$ cat src/rtl/ptw_pkg.sv
package ptw_pkg;

    typedef enum logic [2:0] {
        ST_IDLE,
        ST_READ_OUTER,
        ST_WAIT_OUTER,
        ST_READ_INNER,
        ST_WAIT_INNER,
        ST_DONE
    } walk_state_t;

    typedef enum logic {
        LVL_OUTER = 1'b0,
        LVL_INNER = 1'b1
    } walk_level_t;

    localparam int ENTRY_BYTES_LOG2 = 2;

endpackage

$ cat src/rtl/ptw_index_addr.sv
module ptw_index_addr #(
    parameter int ADDR_W = 32,
    parameter int IDX_W  = 10
) (
    input  logic [ADDR_W-1:0] table_base,
    input  logic [IDX_W-1:0]  index,
    output logic [ADDR_W-1:0] entry_addr
);
    import ptw_pkg::*;

    localparam int PAD_W = ADDR_W - IDX_W - ENTRY_BYTES_LOG2;

    // each entry occupies one word, so the byte offset is the index scaled by 4
    assign entry_addr = table_base
                      + {{PAD_W{1'b0}}, index, {ENTRY_BYTES_LOG2{1'b0}}};

endmodule

$ cat src/rtl/ptw_entry_decode.sv
module ptw_entry_decode #(
    parameter int ADDR_W = 32,
    parameter int OFFS_W = 10
) (
    input  logic [ADDR_W-1:0] entry,
    output logic              entry_ok,
    output logic [ADDR_W-1:0] frame_base
);
    logic unused_flag_bits;

    assign entry_ok         = entry[0];
    assign frame_base       = {entry[ADDR_W-1:OFFS_W], {OFFS_W{1'b0}}};
    assign unused_flag_bits = ^entry[OFFS_W-1:1];

endmodule

$ cat src/rtl/pt_walker.sv
module pt_walker #(
    parameter int ADDR_W  = 32,
    parameter int INNER_W = 10,
    parameter int OFFS_W  = 10
) (
    input  logic              clk,
    input  logic              rst_n,
    input  logic              req_valid,
    output logic              req_ready,
    input  logic [ADDR_W-1:0] req_vaddr,
    input  logic [ADDR_W-1:0] ptbr,
    output logic              mem_req_valid,
    input  logic              mem_req_ready,
    output logic [ADDR_W-1:0] mem_req_addr,
    input  logic              mem_rsp_valid,
    input  logic [ADDR_W-1:0] mem_rsp_data,
    output logic              done,
    output logic [ADDR_W-1:0] done_paddr,
    output logic              done_fault,
    output logic              done_fault_level
);
    import ptw_pkg::*;

    localparam int OUTER_W  = ADDR_W - INNER_W - OFFS_W;
    localparam int OUTER_LO = INNER_W + OFFS_W;

    walk_state_t state_q, state_d;

    logic [ADDR_W-1:0] vaddr_q;
    logic [ADDR_W-1:0] ptbr_q;
    logic [ADDR_W-1:0] inner_base_q;
    logic [ADDR_W-1:0] paddr_q;
    logic              fault_q;
    walk_level_t       level_q;

    logic [OUTER_W-1:0] outer_idx;
    logic [INNER_W-1:0] inner_idx;
    logic [OFFS_W-1:0]  page_offs;
    logic [ADDR_W-1:0]  outer_addr;
    logic [ADDR_W-1:0]  inner_addr;
    logic               rsp_entry_ok;
    logic [ADDR_W-1:0]  rsp_frame;

    assign outer_idx = vaddr_q[ADDR_W-1:OUTER_LO];
    assign inner_idx = vaddr_q[OUTER_LO-1:OFFS_W];
    assign page_offs = vaddr_q[OFFS_W-1:0];

    ptw_index_addr #(.ADDR_W(ADDR_W), .IDX_W(OUTER_W)) u_outer_addr (
        .table_base (ptbr_q),
        .index      (outer_idx),
        .entry_addr (outer_addr)
    );

    ptw_index_addr #(.ADDR_W(ADDR_W), .IDX_W(INNER_W)) u_inner_addr (
        .table_base (inner_base_q),
        .index      (inner_idx),
        .entry_addr (inner_addr)
    );

    // one decoder serves both levels: only one response is ever in flight
    ptw_entry_decode #(.ADDR_W(ADDR_W), .OFFS_W(OFFS_W)) u_decode (
        .entry      (mem_rsp_data),
        .entry_ok   (rsp_entry_ok),
        .frame_base (rsp_frame)
    );

    // state register
    always_ff @(posedge clk) begin
        if (!rst_n) state_q <= ST_IDLE;
        else        state_q <= state_d;
    end

    // transitions
    always_comb begin
        state_d = state_q;
        unique case (state_q)
            ST_IDLE:       if (req_valid)     state_d = ST_READ_OUTER;
            ST_READ_OUTER: if (mem_req_ready) state_d = ST_WAIT_OUTER;
            ST_WAIT_OUTER: if (mem_rsp_valid) state_d = rsp_entry_ok ? ST_READ_INNER : ST_DONE;
            ST_READ_INNER: if (mem_req_ready) state_d = ST_WAIT_INNER;
            ST_WAIT_INNER: if (mem_rsp_valid) state_d = ST_DONE;
            ST_DONE:                          state_d = ST_IDLE;
            default:                          state_d = ST_IDLE;
        endcase
    end

    // walk context and result registers
    always_ff @(posedge clk) begin
        if (!rst_n) begin
            vaddr_q      <= '0;
            ptbr_q       <= '0;
            inner_base_q <= '0;
            paddr_q      <= '0;
            fault_q      <= 1'b0;
            level_q      <= LVL_OUTER;
        end else begin
            if (state_q == ST_IDLE && req_valid) begin
                vaddr_q <= req_vaddr;
                ptbr_q  <= ptbr;
                paddr_q <= '0;
                fault_q <= 1'b0;
                level_q <= LVL_OUTER;
            end
            if (state_q == ST_WAIT_OUTER && mem_rsp_valid) begin
                if (rsp_entry_ok) begin
                    inner_base_q <= rsp_frame;
                end else begin
                    fault_q <= 1'b1;
                    level_q <= LVL_OUTER;
                end
            end
            if (state_q == ST_WAIT_INNER && mem_rsp_valid) begin
                if (rsp_entry_ok) begin
                    paddr_q <= rsp_frame | {{(ADDR_W-OFFS_W){1'b0}}, page_offs};
                end else begin
                    paddr_q <= '0;
                    fault_q <= 1'b1;
                    level_q <= LVL_INNER;
                end
            end
        end
    end

    // outputs
    always_comb begin
        req_ready     = (state_q == ST_IDLE);
        mem_req_valid = (state_q == ST_READ_OUTER) || (state_q == ST_READ_INNER);
        mem_req_addr  = (state_q == ST_READ_INNER) ? inner_addr : outer_addr;
        done          = (state_q == ST_DONE);
        done_paddr    = paddr_q;
        done_fault    = fault_q;
        done_fault_level = (level_q == LVL_INNER);
    end

endmodule

$ cat config.mk
export PLATFORM = sky130hd
export DESIGN_NAME = pt_walker
export DESIGN_NICKNAME = d
export VERILOG_FILES = /design/src/rtl/ptw_pkg.sv /design/src/rtl/ptw_index_addr.sv /design/src/rtl/ptw_entry_decode.sv /design/src/rtl/pt_walker.sv
export SDC_FILE = /design/constraint.sdc
export NUM_CORES = 1
export LEC_CHECK = 0
export BUFFER_PORTS_ARGS = -buffer_cell sky130_fd_sc_hd__clkbuf_2
export CELL_PAD_IN_SITES_DETAIL_PLACEMENT = 2
export CELL_PAD_IN_SITES_GLOBAL_PLACEMENT = 2
export CORE_AREA = 2 2 225 116
export CTS_BUF_LIST = sky130_fd_sc_hd__clkbuf_16
export CTS_CLUSTER_DIAMETER = 100
export DETAILED_ROUTE_END_ITERATION = 10
export DIE_AREA = 0 0 227 118
export PLACE_DENSITY = 0.74
export SYNTH_ARGS = -nofsm -noshare
export SYNTH_HDL_FRONTEND = slang
export SYNTH_SLANG_ARGS = --single-unit
$ cat constraint.sdc
create_clock -name clk -period 3 [get_ports clk]
set_input_delay 0.6 -clock clk [delete_from_list [all_inputs] [get_ports clk]]
set_output_delay 0.6 -clock clk [all_outputs]
set_load 0.05 [all_outputs]
Word level (Yosys, flattened, before mapping)

Index checks and enable logic that the tools add are counted.
W data, S select, Z words.

Output and inout port bits: 69
Word-level logic and storage cells: 49
Register bits after elaboration: 123

Bitwise logic cells: 1
Equality and inequality tests: 10
Reductions and logical operators: 8
Multiplexer cells: 21
$add $sub $neg: 2

Operators with widths:

| operator             | count |
|---|---|
| $mux W32             | 4 |
| $add A32 B12 Y32     | 1 |
| $add A32 B14 Y32     | 1 |
| $or A32 B10 Y32      | 1 |
| $mux W3              | 6 |
| $pmux W3 S5          | 1 |
| $mux W1              | 10 |
| $ne A2 B2 Y1 const B | 5 |
| $eq A3 B2 Y1 const B | 2 |
| $eq A3 B3 Y1 const B | 2 |
| $reduce_and A5 Y1    | 1 |
| $eq A3 B1 Y1 const B | 1 |
| $logic_and A1 B1 Y1  | 3 |
| $logic_not A3 Y1     | 1 |
| $reduce_and A2 Y1    | 1 |
| $reduce_bool A2 Y1   | 1 |
| $logic_or A1 B1 Y1   | 1 |

Logic depth before layout (Yosys ltp)

Gate-level depths: netlist of run 1.

Word-level depth: 7
Gate-level depth with buffers: 10

Modules after synthesis

Synthesis of run 1 repeated with hierarchy kept, for this count alone.

Cells, all modules: 869
Area, all modules: 7,533.5 µm²

Modules (own cells, without submodules):

| module                        | seq. area each (µm²) | area an instance (µm²) | instances | cells an instance |
|---|---|---|---|---|
| pt_walker                     | 2,662.6              | 5,395.2                | 1         | 577 |
| ptw_index_addr (u_outer_addr) | 0.0                  | 1,007.2                | 1         | 137 |
| ptw_index_addr (u_inner_addr) | 0.0                  | 879.6                  | 1         | 121 |
| ptw_entry_decode              | 0.0                  | 251.5                  | 1         | 34 |

Worst setup path before layout of run 1

OpenSTA, ideal clock, no wires.

Kind: register to output
Start point: reg ptbr_q[14]
End point: out mem_req_addr[25]
Stages on the path, launching flop included: 8
Required time: 2,400 ps
Buffers on the path: 1
Data arrival time: 3,116 ps
Slack: -716 ps
Cell sequence: dfxtp_1 and3_1 and3_1 and3_1 buf_2 o2111a_1 o21ai_0 o311ai_0

Cells in the longest elaborated chain, start to end: 2

Ends and longest elaborated chain:

| what                   | line                 | text |
|---|---|---|
| start, declared        | pt_walker.sv:30      | `logic [ADDR_W-1:0] ptbr_q;` |
| start signal, assigned | pt_walker.sv:99      | `ptbr_q <= ptbr;` |
| $add A32 B14 Y32       | ptw_index_addr.sv:15 | `+ {{PAD_W{1'b0}}, index, {ENTRY_BYTES_LOG2{1'b0}}};` |
| $mux W32               | pt_walker.sv:128     | `mem_req_addr = (state_q == ST_READ_INNER) ? inner_addr : outer_addr;` |
| end, declared          | pt_walker.sv:14      | `output logic [ADDR_W-1:0] mem_req_addr,` |

Every way passes these cells.

Worst setup path in the final report of run 1

Start point: reg vaddr_q[20]
End point: out mem_req_addr[30]

Cells in the longest elaborated chain, start to end: 2

Ends and longest elaborated chain:

| what                   | line                 | text |
|---|---|---|
| start, declared        | pt_walker.sv:29      | `logic [ADDR_W-1:0] vaddr_q;` |
| start signal, assigned | pt_walker.sv:98      | `vaddr_q <= req_vaddr;` |
| $add A32 B14 Y32       | ptw_index_addr.sv:15 |  |
| $mux W32               | pt_walker.sv:128     |  |

Every way passes these cells.

==> out/results.ini, run 1 <==
[run_status]
outcome = finished, violations left
violations = negative setup slack

[logic_synthesis]
synth.distinct_cells = 42
synth_area_leaders = dfxtp_1 40%, nand2_1 13%, a21boi_0 10%
syn_inst = 774
ys.flop_type = dfxtp_1
ys_top_cells_by_count = 207 x nand2_1, 123 x dfxtp_1, 85 x a21boi_0, 41 x clkbuf_1
syn-num-nets = 891
ys_seq_area_share_pct = 39.99
yosysMostFrequentCell = nand2_1
syn_area_per_cell_um2 = 7.955
synth_top_area_share_pct = 39.99
yosysWarnings = 0
yosysTopAreaCell = dfxtp_1
async_reset_ff_share_pct = 0
synth-seq-cells = 123
synth_area_um2 = 6157
synth-edff-count = 0

[timing]
setup_viol = 22
max_slew_margin_pct = 43.74
worst_pin_slew_ns = 0.8418
rsz0062_at_grt = yes
final.setup_skew_ns = 0.008963
setup_slack_ns = -0.5161
period_minus_slack_ns = 3.516
period_share_pct = 117.2
hold_viol_final = 0
fmax_ghz = 0.2844
whs_ns = 0.3910
final_max_slew_viol_count = 0

[clock_network]
clock_path_buffers = 2
clk_latency_ns = 0.43
hold_buffers = 0
clk_pin_slew_ns = 0.06
tritoncts = done
clockRootBuffer = clkbuf_16
cts_buffers = 17
cts.sinks = 123
htree_levels = 4

[floorplanning]
die_h_um = 118
start_util_pct = 24.80
row_count = 41
die-area_um2 = 26790
core-area_um2 = 24830
die_w_um = 227
num_io_pins = 170

[flow_run]
cap_viol_max_count = 0

[critical_path]
critical_path.max_stage_delay_ns = 0.38
crit_chain = ha_4, fa_2, a21oi_2, o211ai_1, a21o_1, a41oi_4, buf_12, nor4_4, xnor2_2, o21ai_4, buf_12
start_kind = register
cp_num_buf_inv = 2
crit_slowest_cell = fa_2
worst_setup_path_end_kind = output port
crit_arrival_ns = 2.92
path_max_fanout = 5
worstPathRequired_ns = 2.40
path_class = register to output port
crit_top_cell = buf_12
cp_top_family = compound AO/OA/AOI/OAI gates

[placement]
gp_congestion = 0.7796
dp_hpwl_mm = 16.49
dpl_cell_area_um2 = 7821
portBuffers = 160

[route]
dr_total_vias = 6019
ant_nets = 0
vias_per_cell = 4.623
routed_wirelength_mm = 23.35
drcViolationCount = 0
wl_per_cell_um = 17.93
drtPass1Iterations = 4
first_iter_violations = 210

[global_routing]
antenna_found_initial = 3
grt_pass1_wl_mm = 36.47
grt_pass1_vias = 6459
grt-ovfl-total = 0
grt_max_degree = 76
grt_use_total_pct = 17.98

[worst_hold_path]
hold_class = input port to register

[power]
leakage_nw = 3.637
powerDensity_nw_per_um2 = 530.1
ir_drop_mv = 0.2703
p_total_w = 0.004838

[layout]
final_nets = 1061
syn2layout_area_growth_pct = 48.22
final.fill_count = 2807
drive_gt1_share_pct = 34.62
final_cell_area_um2 = 9126

## layout by cell type (no fill, tap or decap), types with 4 or more instances in the layout
cell type	instances
a21oi_4	9
nor2_4	4
o21ai_4	5
xnor2_1	18
clkbuf_16	17
nor3_1	5
ha_4	4
xnor2_2	10
nor2b_1	35
xor2_2	4
buf_4	35
and2_1	7
dfxtp_2	8
nand3_1	10
dfxtp_1	114
ha_1	10
a21oi_1	7
nor2_2	5
nor2_1	27
and3_1	9
a21oi_2	14
buf_6	5
inv_1	15
a21boi_0	85
nand2_1	204
o21ai_2	9
xor2_1	11
nand4_1	4
buf_12	22
a22oi_1	34
o21ai_1	5
buf_8	4
clkbuf_2	134
## registers in the layout, indices dropped and copies added, names as in the netlist
name              count
done_paddr           32
inner_base_q         22
done_fault_level      1
vaddr_q              32
ptbr_q               32
state_q               3
done_fault            1
## report_power, final
part / switching [W] / internal (W) / leakage (nW) / total, W
Combinational: 0.000577 / 0.000377 / 2.34 / 0.000954
Clock: 0.000819 / 0.00129 / 0.294 / 0.00211
Sequential: 0.0000689 / 0.00171 / 1.00 / 0.00177
## per-stage QoR
stage / util, % / setup WS (ns) / cells / TNS (ns)
finish: 36.76 / -0.5161 / 1302 / -8.931
CTS: 35.60 / -0.5767 / 1294 / -9.392
global route: 36.74 / -0.6383 / 1300 / -12.03
floorplan: - / -0.1237 / 774 / -0.1237
global placement: 31.50 / -0.07421 / 1250 / -0.3602
detailed placement: 31.50 / -0.1267 / 1250 / -1.004
## kinds of logic after synthesis
group,Yosys count,synth area share (%)
compound gates,194,22.05
xor+xnor,44,6.259
fa+ha+maj,16,3.495
buf+inv,64,4.125
flops,123,39.99
mux,2,0.3252
simple gates,331,23.76
## final timing paths
| path | end | cells after the start | slack [ns] | start |
|---|---|---|---|---|
| setup / recovery | mem_req_addr[30] | 11 | -0.52 | vaddr_q[20] |
| setup reg to reg | inner_base_q[26] | 5 | 0.67 | state_q[1] |
| hold reg to reg | inner_base_q[30] | 2 | 0.47 | inner_base_q[30] |
| hold / removal | vaddr_q[3] | 3 | 0.39 | req_vaddr[3] |
## layer usage
layer / track usage [%] / up-vias / wire length [um]
li1: - / 2946 / -
met4: 4.412 / 2 / 206
met5: 0 / - / 13
met2: 28.46 / 85 / 10770
met3: 5.667 / 17 / 1047
met1: 23.67 / 2969 / 11310
## final cells by class
| cell class | count | area (um^2) | share of cell area (%) |
|---|---|---|---|
| diodes | 2 | 5.005 | 0.05484 |
| multi-input cells | 587 | 4061 | 44.50 |
| clock inverters | 14 | 157.7 | 1.727 |
| well taps | 344 | 430.4 | 4.716 |
| repair buffers | 203 | 1525 | 16.71 |
| inverters | 12 | 45.04 | 0.4936 |
| flip-flops and latches | 123 | 2476 | 27.13 |
| clock buffers | 17 | 425.4 | 4.661 |
## worst register-to-register path, cell delays in order, from the launching register on
cell      delay, ns
dfxtp_1        0.51
inv_1          0.23
nor4b_2        0.48
nand2_1        0.61
nand2_1        0.26
a21boi_0       0.11
## what timing repair did
action | in CTS | in global routing
resized for setup | 73 | 55
pin swaps | 48 | 27
cloned | 1 | 0
setup buffers | 12 | 10
setup endpoints to repair | 25 | 28
(Power assumes the default switching activity.)
==> inputs of run 2 (changes only) <==
- CTS_BUF_LIST: sky130_fd_sc_hd__clkbuf_16 -> default
==> run 2 against run 1 <==
The flow still finishes with violations (negative setup slack). Clock skew grew 0.0011 ns. Sequential share of layout area is 0.075 points higher. Worst hold slack is essentially flat. Total power grew 0.53%. Worst setup slack worse by 0.12 ns. First-iteration DRC count up 21%. Count of clock-buffer cells in the layout is 4 higher. Final cell count did not move. Die area unchanged. Critical path depth stayed put.
==> out/results.ini, run 2 (same netlist as run 1, synthesis figures left out) <==
[clock_network]
hold_buffers = 0  ; unchanged
clockRootBuffer = clkbuf_16
clock_path_buffers = 2  ; unchanged
tritoncts = done
clk_latency_ns = 0.43  ; about the same
clk_pin_slew_ns = 0.06  ; about the same
htree_levels = 4  ; unchanged
cts.sinks = 123  ; unchanged
cts_buffers = 17  ; unchanged

[critical_path]
crit_chain = ha_4, fa_2, a21oi_2, o211ai_1, a21o_1, a41oi_4, buf_12, nor3b_4, xnor2_2, a21oi_4, buf_12
crit_top_cell = buf_12
path_max_fanout = 5  ; unchanged
path_class = register to output port
critical_path.max_stage_delay_ns = 0.42  ; +0.04 ns
worst_setup_path_end_kind = output port
cp_num_buf_inv = 2  ; unchanged
cp_top_family = compound AO/OA/AOI/OAI gates
start_kind = register
worstPathRequired_ns = 2.40  ; about the same
r2r_slack_ns = 0.67  ; about the same
crit_slowest_cell = fa_2
crit_arrival_ns = 3.03  ; +0.11 ns

[route]
dr_total_vias = 6038  ; +0.32%
drcViolationCount = 0  ; unchanged
first_iter_violations = 254  ; +21%
routed_wirelength_mm = 23.41  ; +0.27%
vias_per_cell = 4.637  ; +0.32%
wl_per_cell_um = 17.98  ; +0.27%
drtPass1Iterations = 4  ; unchanged
ant_nets = 0  ; unchanged

[global_routing]
grt_pass1_wl_mm = 36.70  ; +0.63%
grt_use_total_pct = 18.14  ; +0.16 points
grt_max_degree = 76  ; unchanged
antenna_found_initial = 3  ; unchanged
grt-ovfl-total = 0  ; unchanged
grt_pass1_vias = 6484  ; +0.39%

[placement]
pre_cts_slack_ns = -0.1267  ; unchanged
portBuffers = 160  ; unchanged
dp_hpwl_mm = 16.49  ; unchanged
gp_congestion = 0.7796  ; unchanged
dp_cells = 1250  ; unchanged

[layout]
drive_gt1_share_pct = 34.10  ; -0.52 points
final_nets = 1061  ; unchanged
mostFrequentLayoutCell = nand2_1
fin_util_pct = 36.66  ; -0.10 points
seqCellArea_um2 = 2476  ; unchanged
final.fill_count = 2801  ; -0.21%
layoutNonFillerInstCount = 1302  ; unchanged
multi_input_area_um2 = 4016  ; -1.1%
final_cell_mix = 203 x nand2_1, 133 x clkbuf_2, 114 x dfxtp_1
syn2layout_area_growth_pct = 47.82

[timing]
worst_pin_slew_ns = 0.8521  ; +0.01026 ns
max_slew_margin_pct = 43.06  ; -0.69 points
final_max_slew_viol_count = 0  ; unchanged
period_share_pct = 121.1  ; +3.9 points
whs_ns = 0.3911  ; +0.00005900 ns
finalSetupTns_ns = -11.46  ; -2.528 ns
setup_slack_ns = -0.6334  ; -0.1173 ns
setup_viol = 24  ; +9.1%
hold_viol_final = 0  ; unchanged
final.setup_skew_ns = 0.01003  ; +0.001066 ns
fmax_ghz = 0.2752  ; -3.2%
rsz0062_at_grt = yes
period_minus_slack_ns = 3.633  ; +0.1173 ns

[power]
powerDensity_nw_per_um2 = 534.4  ; +0.80%
leakage_nw = 3.618  ; -0.52%
ir_drop_mv = 0.2715  ; +0.41%

[run_status]
outcome = finished, violations left
violations = negative setup slack

[floorplanning]
core-area_um2 = 24830  ; unchanged
die-area_um2 = 26790  ; unchanged
die_w_um = 227  ; unchanged
num_io_pins = 170  ; unchanged
row_count = 41  ; unchanged
start_util_pct = 24.80  ; unchanged
die_h_um = 118  ; unchanged

[flow_run]
cap_viol_max_count = 0  ; unchanged

[worst_hold_path]
hold_class = input port to register

-- run 2: final timing paths --
kind                     start               end  cells past startpoint
hold reg to reg     vaddr_q[3]        vaddr_q[3]                      2
setup reg to reg    state_q[1]  inner_base_q[26]                      5
hold / removal    req_vaddr[3]        vaddr_q[3]                      3
setup / recovery   vaddr_q[20]  mem_req_addr[24]                     11
-- run 2: area by class of cell --
type	instances	area share [%]
clock buffers	21	4.949
flip-flops and latches	123	27.21
repair buffers	203	16.87
multi-input cells	587	44.13
well taps	344	4.729
inverters	12	0.4949
clock inverters	10	1.567
diodes	2	0.05499
-- run 2: worst min-delay path: cells and delay by family --
family | cells | cell delay [ns]
buffers and inverters | 1 | 0.08
AOI/OAI and AO/OA | 1 | 0.06
and+or+nand+nor | 1 | 0.04
-- run 2: metal layers --
metal	share of wire, %	vias to the layer above	global-route usage (%)
li1	-	2950	-
met1	48	2976	23.70
met3	4.9	15	5.667
met2	46	95	28.94
met5	0.056	-	0
met4	0.87	2	4.534
-- run 2: repair_timing --
item	4_1_cts	5_1_grt
gates cloned	1	0
resized for setup	81	41
endpoints found under the setup margin	25	28
pin swaps	52	38
endpoints found under the hold margin	0	0
setup buffers	13	7
-- run 2: power breakdown --
part / switching, W / total [W] / leakage, nW / internal, W
logic: 0.000572 / 0.000947 / 2.33 / 0.000375
clock network: 0.000816 / 0.00214 / 0.287 / 0.00133
registers: 0.0000691 / 0.00177 / 1.00 / 0.00171
-- run 2: stage by stage --
stage	power (W)	cell area [um^2]
after floorplan	0.002304	6295
after global placement	0.002645	7821
after detailed placement	0.002663	7821
after CTS	0.004914	8887
after global routing	0.005105	9096
final	0.004863	9101
==> inputs of run 3 (changes only) <==
- ABC_AREA: default -> 1
- CORE_AREA: 2 2 225 116 -> 2 2 236 122
- DIE_AREA: 0 0 227 118 -> 0 0 238 124
- PLACE_DENSITY: 0.74 -> 0.76
==> run 3 against run 2 <==
The run now ends clean. Area after synthesis grew 9.4%. Highest routed layer is now met4. Worst setup slack improved by 0.66 ns. Die area increased by 10%. Worst hold slack gained 0.0071 ns. Critical endpoint is now mem_req_addr[11].
==> out/results.ini, run 3 <==
[global_routing]
antenna_found_initial = 0  ; -3
grt_max_degree = 69  ; -9.2%
grt_pass1_wl_mm = 46.86  ; +28%
grt-ovfl-total = 0  ; unchanged
grt_pass1_vias = 8145  ; +26%
grt_use_total_pct = 21.01  ; +2.9 points

[timing]
hold_viol_final = 0  ; unchanged
fmax_ghz = 0.3366  ; +22%
max_slew_margin_pct = 67.10  ; +24 points
period_share_pct = 99.04  ; -22 points
rsz0062_at_grt = yes
setup_viol = 0  ; -100%
period_minus_slack_ns = 2.971  ; -0.6623 ns
worst_pin_slew_ns = 0.4935  ; -0.3586 ns
finalSetupTns_ns = 0  ; +11.46 ns
final_max_slew_viol_count = 0  ; unchanged
final.setup_skew_ns = 0.009055  ; -0.0009741 ns

[worst_hold_path]
hold_class = input port to register
hold_end = ptbr_q[12]
min_from = ptbr[12]
min_delay_path_depth = 3  ; unchanged

[logic_synthesis]
synth-edff-count = 0  ; unchanged
synth.distinct_cells = 29  ; -31%
synth_top_area_share_pct = 36.55  ; -3.4 points
syn-num-nets = 1141  ; +28%
synth-seq-cells = 123  ; unchanged
ys_seq_area_share_pct = 36.55  ; -3.4 points
synth_area_leaders = dfxtp_1 37%, nand2_1 14%, nand3_1 13%
async_reset_ff_share_pct = 0  ; unchanged
yosysWarnings = 0  ; unchanged
ys.flop_type = dfxtp_1
yosysMostFrequentCell = nand2_1
yosysTopAreaCell = dfxtp_1
syn_inst = 1024  ; +32%
syn_area_per_cell_um2 = 6.580  ; -17%
ys_top_cells_by_count = 257 x nand2_1, 171 x nand3_1, 131 x a21oi_1, 123 x dfxtp_1, 99 x inv_1
synth_area_um2 = 6738  ; +9.4%

[route]
wl_met3_mm = 1.284  ; +12%
dr_total_vias = 7670  ; +27%
routed_wirelength_mm = 31.04  ; +33%
vias_per_cell = 4.945  ; +6.6%
top_layer_used = met4
wl_per_cell_um = 20.02  ; +11%
met2_length_mm = 13.88  ; +28%
ant_nets = 0  ; unchanged
met1_length_mm = 15.55  ; +39%
first_iter_violations = 353  ; +39%
drtPass1Iterations = 5  ; +1
drcViolationCount = 0  ; unchanged

[critical_path]
start_kind = register
path_max_fanout = 6  ; +1
crit_arrival_ns = 2.37  ; -0.66 ns
worst_setup_path_end_kind = output port
reg2reg_depth = 8  ; +3
worstPathRequired_ns = 2.40  ; about the same
timing.rr.end = state_q[0]
path_class = register to output port
rr_startpoint = state_q[1]
r2r_slack_ns = 1.02  ; +0.35 ns

[floorplanning]
die_w_um = 238  ; +4.8%
start_util_pct = 24.65  ; -0.15 points
die_h_um = 124  ; +5.1%
row_count = 43  ; +4.9%
core-area_um2 = 27330  ; +10%
die-area_um2 = 29510  ; +10%
num_io_pins = 170  ; unchanged

[clock_network]
cts_buffers = 17  ; unchanged
clockRootBuffer = clkbuf_16
clk_pin_slew_ns = 0.06  ; about the same
htree_levels = 4  ; unchanged
tritoncts = done
clock_path_buffers = 2  ; unchanged
clk_latency_ns = 0.45  ; +0.02 ns
cts.sinks = 123  ; unchanged

[layout]
layoutNonFillerInstCount = 1551  ; +19%
mostFrequentLayoutCell = nand2_1
syn2layout_area_growth_pct = 43.51
final.fill_count = 3202  ; +14%
final_cell_mix = 208 x nand2_1, 154 x nand3_1, 131 x clkbuf_2
drive_gt1_share_pct = 32.07  ; -2.0 points
fin_util_pct = 35.38  ; -1.3 points
final_nets = 1295  ; +22%
num_antenna_cells = 0  ; -2

[placement]
dp_hpwl_mm = 22.60  ; +37%
gp_congestion = 0.8178  ; +4.9%
dp_cells = 1512  ; +21%
portBuffers = 160  ; unchanged

[power]
powerDensity_nw_per_um2 = 698.7  ; +31%
p_sw_share_pct = 39.98  ; +10 points
switchingPower_w = 0.002701  ; +85%
p_int_w = 0.004055  ; +19%
seq_power_share_pct = 30.0  ; -6.5 points
ir_drop_mv = 0.4158  ; +53%
leakage_nw = 4.098  ; +13%
comb_power_share_pct = 37.4  ; +18 points
p_clk_share_pct = 32.6  ; -11 points

[flow_run]
cap_viol_max_count = 0  ; unchanged

[run_status]
outcome = completed

-- run 3: cell types whose count changed after synthesis, moves of 35 or more --
cell,delta
nand3_1,+158
a21oi_1,+101
inv_1,+87
a21boi_0,-85
nand2_1,+50
o21ai_0,+42
nor2b_1,-36
a22oi_1,-35
-- run 3: power by group through the flow --
stage | clock, W | combinational [W] | sequential, W
3_5_place_dp | 0 | 0.00232 | 0.00201
2_1_floorplan | 0 | 0.00141 | 0.00196
3_3_place_gp | 0 | 0.00227 | 0.00200
5_1_grt | 0.00234 | 0.00272 | 0.00205
6_report | 0.00220 | 0.00253 | 0.00202
4_1_cts | 0.00226 | 0.00245 | 0.00200
-- run 3: per-stage QoR --
step | area [um^2] | power (W) | setup WS [ns] | hold slack (ns)
6_report | 9669 | 0.006756 | 0.02892 | 0.3983
5_1_grt | 9669 | 0.007102 | -0.08243 | 0.3929
4_1_cts | 9289 | 0.006711 | -0.01370 | 0.3824
3_5_place_dp | 8283 | 0.004330 | 0.04318 | 0.4571
3_3_place_gp | 8283 | 0.004275 | 0.1445 | 0.4419
2_1_floorplan | 6760 | 0.003373 | -0.09756 | 0.4308
-- run 3: worst max-delay path: stages (launching register included) --
cell and delay, ns:
dfxtp_1 0.37, ha_4 0.25, nand2_1 0.12, nand2_1 0.09
nand2_1 0.11, nand2_1 0.09, nand2_1 0.14, nand3_4 0.13
or2_2 0.29, nand3_1 0.07, nand2_1 0.10, buf_12 0.17
-- run 3: layout make-up --
| cell class | count | area [um^2] | area share [%] |
|---|---|---|---|
| clock inverter | 14 | 168.9 | 1.747 |
| multi-input combinational | 745 | 4273 | 44.19 |
| clock buffer | 18 | 439.2 | 4.542 |
| sequential | 123 | 2497 | 25.83 |
| tap | 360 | 450.4 | 4.658 |
| timing repair buffer | 192 | 1469 | 15.19 |
| inverter | 99 | 371.6 | 3.843 |
-- run 3: how the worst max path moves through the flow --
stage / from / endpoint / slack [ns]
after floorplan: state_q[0] / mem_req_addr[13] / -0.1
after global placement: ptbr_q[2] / mem_req_addr[18] / 0.14
after detailed placement: ptbr_q[2] / mem_req_addr[18] / 0.04
after CTS: vaddr_q[31] / mem_req_addr[17] / -0.01
after global routing: ptbr_q[6] / mem_req_addr[17] / -0.08
final: vaddr_q[22] / mem_req_addr[11] / 0.03
-- run 3: routing by layer --
layer	up-vias	track usage [%]
li1	3696	-
met1	3800	30.10
met2	152	32.47
met3	22	4.499
met4	0	4.297
met5	-	0
-- run 3: what timing repair did --
item | 4_1_cts | 5_1_grt
pin swaps | 6 | 31
buffers inserted | 2 | 6
endpoints found under the setup margin | 26 | 23
hold buffers | 0 | 0
gates resized for setup | 99 | 101
-- run 3: cells by family (layout without fill, tap and decap cells) --
group	after synthesis	after routing	share of synthesized area (%)
adders and majority gates	16	16	3.194
DFF	123	123	36.55
xor gates and xnor gates	17	17	2.210
and+or+nand+nor	515	515	33.35
AOI/OAI and AO/OA	197	197	14.86
buffers and inverters	156	323	9.842
